**config.mk**
```make
export PLATFORM = sky130hd
export DESIGN_NAME = tr_ret_unit
export DESIGN_NICKNAME = d
export VERILOG_FILES = /design/src/rtl/tr_ret_pkg.sv /design/src/rtl/tr_ret_fsm.sv /design/src/rtl/tr_ret_addr.sv /design/src/rtl/tr_ret_ctx.sv /design/src/rtl/tr_ret_unit.sv
export SDC_FILE = /design/constraint.sdc
export NUM_CORES = 2
export LEC_CHECK = 0
export BUFFER_PORTS_ARGS = -buffer_cell sky130_fd_sc_hd__buf_2
export CAP_MARGIN = 20
export CORE_ASPECT_RATIO = 2
export CORE_MARGIN = 4
export CORE_UTILIZATION = 35
export CTS_CLUSTER_DIAMETER = 80
export DETAILED_ROUTE_END_ITERATION = 7
export PLACE_DENSITY = 0.6
export SKIP_CTS_REPAIR_TIMING = 1
export SLEW_MARGIN = 0
export SYNTH_ARGS = -nofsm -noshare
export SYNTH_HDL_FRONTEND = slang
export SYNTH_HIERARCHICAL = 1
export SYNTH_SLANG_ARGS = --single-unit
```
**constraint.sdc**
```tcl
create_clock -name clk -period 7.4 [get_ports clk]
set_input_delay 0.74 -clock clk [delete_from_list [all_inputs] [get_ports clk]]
set_output_delay 0.74 -clock clk [all_outputs]
set_load 0.02 [all_outputs]
```
**src/rtl/tr_ret_pkg.sv**
```systemverilog
package tr_ret_pkg;
    localparam int ADDR_W         = 32;
    localparam int WORD_W         = 32;
    localparam int SEL_W          = 16;
    localparam int SEL_IDX_LSB    = 3;
    localparam int TSS_LINK_WORD  = 0;
    localparam int TSS_CTX_WORD   = 1;
    localparam int DESC_BASE_WORD = 0;
    localparam int DESC_ATTR_WORD = 1;
    localparam int DESC_WORDS     = 2;

    typedef logic [ADDR_W-1:0] addr_t;
    typedef logic [WORD_W-1:0] word_t;
    typedef logic [SEL_W-1:0]  sel_t;

    typedef enum logic [2:0] {
        ST_IDLE,
        ST_SAVE,
        ST_RD_ATTR,
        ST_WR_ATTR,
        ST_RD_LINK,
        ST_RD_DESC,
        ST_LOAD
    } ret_state_e;

    typedef struct packed {
        sel_t  sel;
        addr_t tss_base;
        addr_t table_base;
    } task_ref_t;

    function automatic addr_t desc_addr(addr_t table_base, sel_t sel, int unsigned word);
        addr_t idx_off;
        idx_off = addr_t'(sel[SEL_W-1:SEL_IDX_LSB]) * addr_t'(DESC_WORDS);
        return table_base + idx_off + addr_t'(word);
    endfunction

    function automatic word_t clear_bit(word_t w, int unsigned pos);
        word_t m;
        m = word_t'(1) << pos;
        return w & ~m;
    endfunction
endpackage

```
**src/rtl/tr_ret_fsm.sv**
```systemverilog
module tr_ret_fsm
    import tr_ret_pkg::*;
#(
    parameter int SAVE_WORDS = 6,
    parameter int IDX_W      = 3
) (
    input  logic             clk,
    input  logic             rst,
    input  logic             start,
    input  logic             is_iret,
    input  logic             nt_set,
    input  logic             mem_ack,
    output ret_state_e       state,
    output logic [IDX_W-1:0] idx,
    output logic             accept,
    output logic             take_stack,
    output logic             last_ack,
    output logic             ret_stack,
    output logic             ret_done
);
    logic at_last;

    always_comb begin
        accept     = (state == ST_IDLE) && start;
        take_stack = accept && !(is_iret && nt_set);
        at_last    = (idx == IDX_W'(SAVE_WORDS - 1));
        last_ack   = (state == ST_LOAD) && mem_ack && at_last;
    end

    always_ff @(posedge clk) begin
        if (rst) begin
            state     <= ST_IDLE;
            idx       <= '0;
            ret_stack <= 1'b0;
            ret_done  <= 1'b0;
        end else begin
            ret_stack <= take_stack;
            ret_done  <= last_ack;
            case (state)
                ST_IDLE: begin
                    if (accept && !take_stack) begin
                        state <= ST_SAVE;
                        idx   <= '0;
                    end
                end
                ST_SAVE: begin
                    if (mem_ack) begin
                        if (at_last) begin
                            state <= ST_RD_ATTR;
                            idx   <= '0;
                        end else begin
                            idx <= idx + 1'b1;
                        end
                    end
                end
                ST_RD_ATTR: if (mem_ack) state <= ST_WR_ATTR;
                ST_WR_ATTR: if (mem_ack) state <= ST_RD_LINK;
                ST_RD_LINK: if (mem_ack) state <= ST_RD_DESC;
                ST_RD_DESC: begin
                    if (mem_ack) begin
                        state <= ST_LOAD;
                        idx   <= '0;
                    end
                end
                ST_LOAD: begin
                    if (mem_ack) begin
                        if (at_last) begin
                            state <= ST_IDLE;
                            idx   <= '0;
                        end else begin
                            idx <= idx + 1'b1;
                        end
                    end
                end
                default: state <= ST_IDLE;
            endcase
        end
    end
endmodule

```
**src/rtl/tr_ret_addr.sv**
```systemverilog
module tr_ret_addr
    import tr_ret_pkg::*;
#(
    parameter int SAVE_WORDS = 6,
    parameter int IDX_W      = 3,
    parameter int BUSY_BIT   = 1
) (
    input  ret_state_e                          state,
    input  logic [IDX_W-1:0]                    idx,
    input  task_ref_t                           cur,
    input  sel_t                                link_sel,
    input  addr_t                               new_base,
    input  word_t                               attr,
    input  logic [SAVE_WORDS-1:0][WORD_W-1:0]   save_words,
    output logic                                mem_req,
    output logic                                mem_we,
    output addr_t                               mem_addr,
    output word_t                               mem_wdata
);
    addr_t idx_off;

    always_comb begin
        idx_off   = addr_t'(idx);
        mem_req   = (state != ST_IDLE);
        mem_we    = (state == ST_SAVE) || (state == ST_WR_ATTR);
        mem_addr  = '0;
        mem_wdata = '0;
        case (state)
            ST_SAVE: begin
                mem_addr  = cur.tss_base + addr_t'(TSS_CTX_WORD) + idx_off;
                mem_wdata = save_words[idx];
            end
            ST_RD_ATTR: mem_addr = desc_addr(cur.table_base, cur.sel, DESC_ATTR_WORD);
            ST_WR_ATTR: begin
                mem_addr  = desc_addr(cur.table_base, cur.sel, DESC_ATTR_WORD);
                mem_wdata = clear_bit(attr, BUSY_BIT);
            end
            ST_RD_LINK: mem_addr = cur.tss_base + addr_t'(TSS_LINK_WORD);
            ST_RD_DESC: mem_addr = desc_addr(cur.table_base, link_sel, DESC_BASE_WORD);
            ST_LOAD:    mem_addr = new_base + addr_t'(TSS_CTX_WORD) + idx_off;
            default: begin
                mem_addr  = '0;
                mem_wdata = '0;
            end
        endcase
    end
endmodule

```
**src/rtl/tr_ret_ctx.sv**
```systemverilog
module tr_ret_ctx
    import tr_ret_pkg::*;
#(
    parameter int SAVE_WORDS = 6,
    parameter int IDX_W      = 3
) (
    input  logic                              clk,
    input  logic                              rst,
    input  logic                              load_en,
    input  logic [IDX_W-1:0]                  idx,
    input  word_t                             rdata,
    output logic [SAVE_WORDS-1:0][WORD_W-1:0] words
);
    for (genvar g = 0; g < SAVE_WORDS; g++) begin : g_word
        always_ff @(posedge clk) begin
            if (rst) begin
                words[g] <= '0;
            end else if (load_en && (idx == IDX_W'(g))) begin
                words[g] <= rdata;
            end
        end
    end
endmodule

```
**src/rtl/tr_ret_unit.sv**
```systemverilog
module tr_ret_unit
    import tr_ret_pkg::*;
#(
    parameter int CTX_WORDS = 4,
    parameter int NT_BIT    = 14,
    parameter int BUSY_BIT  = 1
) (
    input  logic                        clk,
    input  logic                        rst,
    input  logic                        start,
    input  logic                        is_iret,
    input  logic [WORD_W-1:0]           flags_i,
    input  logic [WORD_W-1:0]           ip_i,
    input  logic [CTX_WORDS*WORD_W-1:0] ctx_i,
    input  logic [SEL_W-1:0]            tr_sel_i,
    input  logic [ADDR_W-1:0]           tr_base_i,
    input  logic [ADDR_W-1:0]           table_base_i,
    output logic                        mem_req,
    output logic                        mem_we,
    output logic [ADDR_W-1:0]           mem_addr,
    output logic [WORD_W-1:0]           mem_wdata,
    input  logic                        mem_ack,
    input  logic [WORD_W-1:0]           mem_rdata,
    output logic                        busy,
    output logic                        ret_stack,
    output logic                        ret_done,
    output logic [SEL_W-1:0]            tr_sel_o,
    output logic [ADDR_W-1:0]           tr_base_o,
    output logic [WORD_W-1:0]           ip_o,
    output logic [WORD_W-1:0]           flags_o,
    output logic [CTX_WORDS*WORD_W-1:0] ctx_o
);
    localparam int SAVE_WORDS = CTX_WORDS + 2;
    localparam int IDX_W      = $clog2(SAVE_WORDS);
    localparam int IP_SLOT    = 0;
    localparam int FLAG_SLOT  = 1;
    localparam int REG_SLOT   = 2;

    ret_state_e                        state;
    logic [IDX_W-1:0]                  idx;
    logic                              accept, take_stack, last_ack;
    task_ref_t                         cur_q;
    sel_t                              link_q;
    addr_t                             new_base_q;
    word_t                             attr_q;
    logic [SAVE_WORDS-1:0][WORD_W-1:0] save_q;
    logic [SAVE_WORDS-1:0][WORD_W-1:0] load_w;
    logic [SAVE_WORDS-1:0][WORD_W-1:0] snap;
    logic                              load_en;

    always_comb begin
        snap[IP_SLOT]   = ip_i;
        snap[FLAG_SLOT] = clear_bit(flags_i, NT_BIT);
        for (int k = 0; k < CTX_WORDS; k++) begin
            snap[REG_SLOT+k] = ctx_i[k*WORD_W +: WORD_W];
        end
        load_en = (state == ST_LOAD) && mem_ack;
        busy    = (state != ST_IDLE);
    end

    tr_ret_fsm #(.SAVE_WORDS(SAVE_WORDS), .IDX_W(IDX_W)) u_fsm (
        .clk        (clk),
        .rst        (rst),
        .start      (start),
        .is_iret    (is_iret),
        .nt_set     (flags_i[NT_BIT]),
        .mem_ack    (mem_ack),
        .state      (state),
        .idx        (idx),
        .accept     (accept),
        .take_stack (take_stack),
        .last_ack   (last_ack),
        .ret_stack  (ret_stack),
        .ret_done   (ret_done)
    );

    tr_ret_addr #(.SAVE_WORDS(SAVE_WORDS), .IDX_W(IDX_W), .BUSY_BIT(BUSY_BIT)) u_addr (
        .state      (state),
        .idx        (idx),
        .cur        (cur_q),
        .link_sel   (link_q),
        .new_base   (new_base_q),
        .attr       (attr_q),
        .save_words (save_q),
        .mem_req    (mem_req),
        .mem_we     (mem_we),
        .mem_addr   (mem_addr),
        .mem_wdata  (mem_wdata)
    );

    tr_ret_ctx #(.SAVE_WORDS(SAVE_WORDS), .IDX_W(IDX_W)) u_ctx (
        .clk     (clk),
        .rst     (rst),
        .load_en (load_en),
        .idx     (idx),
        .rdata   (mem_rdata),
        .words   (load_w)
    );

    always_ff @(posedge clk) begin
        if (rst) begin
            cur_q      <= '0;
            save_q     <= '0;
            link_q     <= '0;
            new_base_q <= '0;
            attr_q     <= '0;
            tr_sel_o   <= '0;
            tr_base_o  <= '0;
            flags_o    <= '0;
        end else begin
            if (accept && !take_stack) begin
                cur_q.sel        <= tr_sel_i;
                cur_q.tss_base   <= tr_base_i;
                cur_q.table_base <= table_base_i;
                save_q           <= snap;
            end
            if (take_stack) flags_o <= flags_i;
            if (mem_ack && state == ST_RD_ATTR) attr_q <= mem_rdata;
            if (mem_ack && state == ST_RD_LINK) link_q <= mem_rdata[SEL_W-1:0];
            if (mem_ack && state == ST_RD_DESC) new_base_q <= mem_rdata;
            if (load_en && idx == IDX_W'(FLAG_SLOT)) flags_o <= mem_rdata;
            if (last_ack) begin
                tr_sel_o  <= link_q;
                tr_base_o <= new_base_q;
            end
        end
    end

    always_comb begin
        ip_o = load_w[IP_SLOT];
        for (int k = 0; k < CTX_WORDS; k++) begin
            ctx_o[k*WORD_W +: WORD_W] = load_w[REG_SLOT+k];
        end
    end
endmodule

```
==> results.toml <==
[status]
outcome = "complete, no violations"

[die]
die_area_sq_mm = 0.08416
fp.dieH_microns = 406.3
die_w_microns = 207.1
rows = 145
initial_core_util = 0.3542
fp.coreArea_sq_mm = 0.07838
io_pins = 618

[clock_tree]
htree_levels = 2
cts_buffers = 56
clk_latency_ns = 0.64
cts.sinks = 595
cts_tree = "yes"
cts_buffer_depth = 3
cts-root-buf = "clkbuf_16"
clk_pin_slew_worst_paths_ns = 0.07

[critical_path]
cp.arrival_ns = 4.69
critPathMaxFanout = 41
startpoint_type = "register"
criticalPathCategory = "reg -> out"
crit_required_ns = 6.66
critPathCaptureType = "output port"

[pwr]
ir_drop_mv = 0.1750
p_per_area_mw_per_mm2 = 218.8
power_frac_comb = 0.109
pwr-share-clk = 0.424
pwr-share-seq = 0.466
swShare = 0.2723
switchingPower_mw = 1.988
leakagePower_nw = 14.07
cellInternalPower_mw = 5.313

[routing]
viasPerCell = 5.234
ant_nets = 0
routed_wl_microns = 112900
route.detailed.drc = 0
num_vias = 25250
drt_pre_antenna_iters = 5
drtIter0Drc = 1698
wl_per_cell_microns = 23.41

[timing]
fmax_ghz = 0.1841
slew_viol_final = 0
setup_ws_ns = 1.967
hold_violations = 0
layout_min_cycle_time_ns = 5.433
min_period_over_period = 0.7342
slew_headroom = 0.2878
rsz0062_at_grt = "no"
worst_pin_slew_ns = 1.066
fin_skew_ns = 0.02234
final.setup.tns_ns = 0
setup_viol = 0

[yosys]
ys_warn_count = 6
syn-num-nets = 3632
synth_cells = 3287
syn_area_sq_mm = 0.02776
syn_area_per_cell_sq_um = 8.446

[place]
port_buffers = 614
dp_hpwl_microns = 82530
dp_slack_ns = 2.628
routabilityCongestion = 0.9109

[grt]
grt_use_total = 0.2541
grt_max_degree = 231
grtUsageMet2 = 0.4248
grt_pass1_vias = 24580
gr-usage-met3 = 0.05931
use_met1 = 0.2982
top_usage_layer = "met2"
grt_antenna_before_repair = 16
grt_remaining_overflow = 0
grt_pass1_wl_microns = 162600

[cells_and_area]
area_growth_pct = 20.18
drive_above_1_share = 0.2152
fin_nets = 4085

[job]
drv_cap = 0

[worst_hold_path]
hp-class = "in -> reg"
-- layout by cell type, fill, tap and decap left out, types with 5 or more instances in the layout --
cell type and n:
nand2_1 790, buf_2 613, dfxtp_1 593, a21oi_1 446, mux2i_1 275, nand2b_1 209
nor2_1 113, o21ai_0 66, clkbuf_16 57, inv_1 42, xnor2_1 42, xor2_1 38
o41ai_1 33, nand3_1 32, mux4_2 32, ha_1 32, buf_4 30, o22ai_1 24
nand4_1 16, nor3_1 16, a22o_1 16, clkinv_2 15, o221ai_1 15, nor2b_1 13
o211ai_1 13, clkbuf_8 12, a21o_1 10, or3_1 9, and2_1 9, a31oi_1 9
diode_2 8, and4_1 8, and3_1 8, a211o_1 8, a211oi_1 7, nor4_1 6
bufinv_16 5, clkbuf_1 5
-- stage by stage --
step                cell area (sq um)  cells  utilization  hold slack [ns]  power (mW)
CTS                             33340   4816       0.4254           0.2748       7.397
finish                          33360   4824       0.4257           0.3292       7.301
global placement                31400   4711       0.4007           0.4389       4.274
detailed placement              31400   4711       0.4007           0.4434       4.283
floorplan                       27760   3287            -           0.4330       3.927
global route                    33340   4816       0.4254           0.3094       7.573
-- worst paths after layout --
kind	start	end	slack [ns]	depth (start not counted)
min	ctx_i[30]	save_q[94]	0.33	3
min reg2reg	save_q[148]	save_q[148]	0.45	2
max reg2reg	u_fsm/state[0]	cur_q[32]	3.99	7
max	u_fsm/idx[0]	mem_addr[24]	1.97	11
-- routing by layer --
layer / up-vias / wire, microns
met4: 12 / 7681
met2: 960 / 52990
met1: 11890 / 43870
met5: - / 64
met3: 212 / 8323
li1: 12180 / -
-- layout make-up --
cell class | count | area, sq um
diodes | 8 | 20.02
clock buffers | 74 | 1610
clock inverters | 31 | 331.6
fillers | 8086 | 45010
inverters | 42 | 157.7
multi-input cells | 2399 | 14690
flip-flops and latches | 595 | 11920
well taps | 1029 | 1287
repair buffers | 646 | 3348
-- state kept, by name (all words and copies together) (netlist names) --
signal / flops
save_q: 191
u_fsm/ret_stack: 1
u_fsm/state: 3
tr_sel_o: 16
u_fsm/ret_done: 1
flags_o: 32
cur_q: 77
attr_q: 31
u_fsm/idx: 3
tr_base_o: 32
new_base_q: 32
link_q: 16
u_ctx/words: 160
-- power by group through the flow --
stage	combinational, mW	clock (mW)	sequential, mW
6_report	0.798	3.10	3.40
5_1_grt	0.869	3.28	3.42
4_1_cts	0.807	3.19	3.41
3_5_place_dp	0.805	0	3.48
3_3_place_gp	0.800	0	3.47
2_1_floorplan	0.473	0	3.45
-- critical path: stages, from the launching register on --
cell and delay [ns]:
dfxtp_4 0.80, inv_1 0.18, ha_1 0.27, fa_1 0.43, nand2b_1 0.19, a2111oi_2 0.59, and2b_1 0.35, a21o_1 0.15
a21boi_0 0.08, a211oi_1 0.55, o221ai_1 0.24, buf_2 0.22
(Power assumes the default switching activity.)
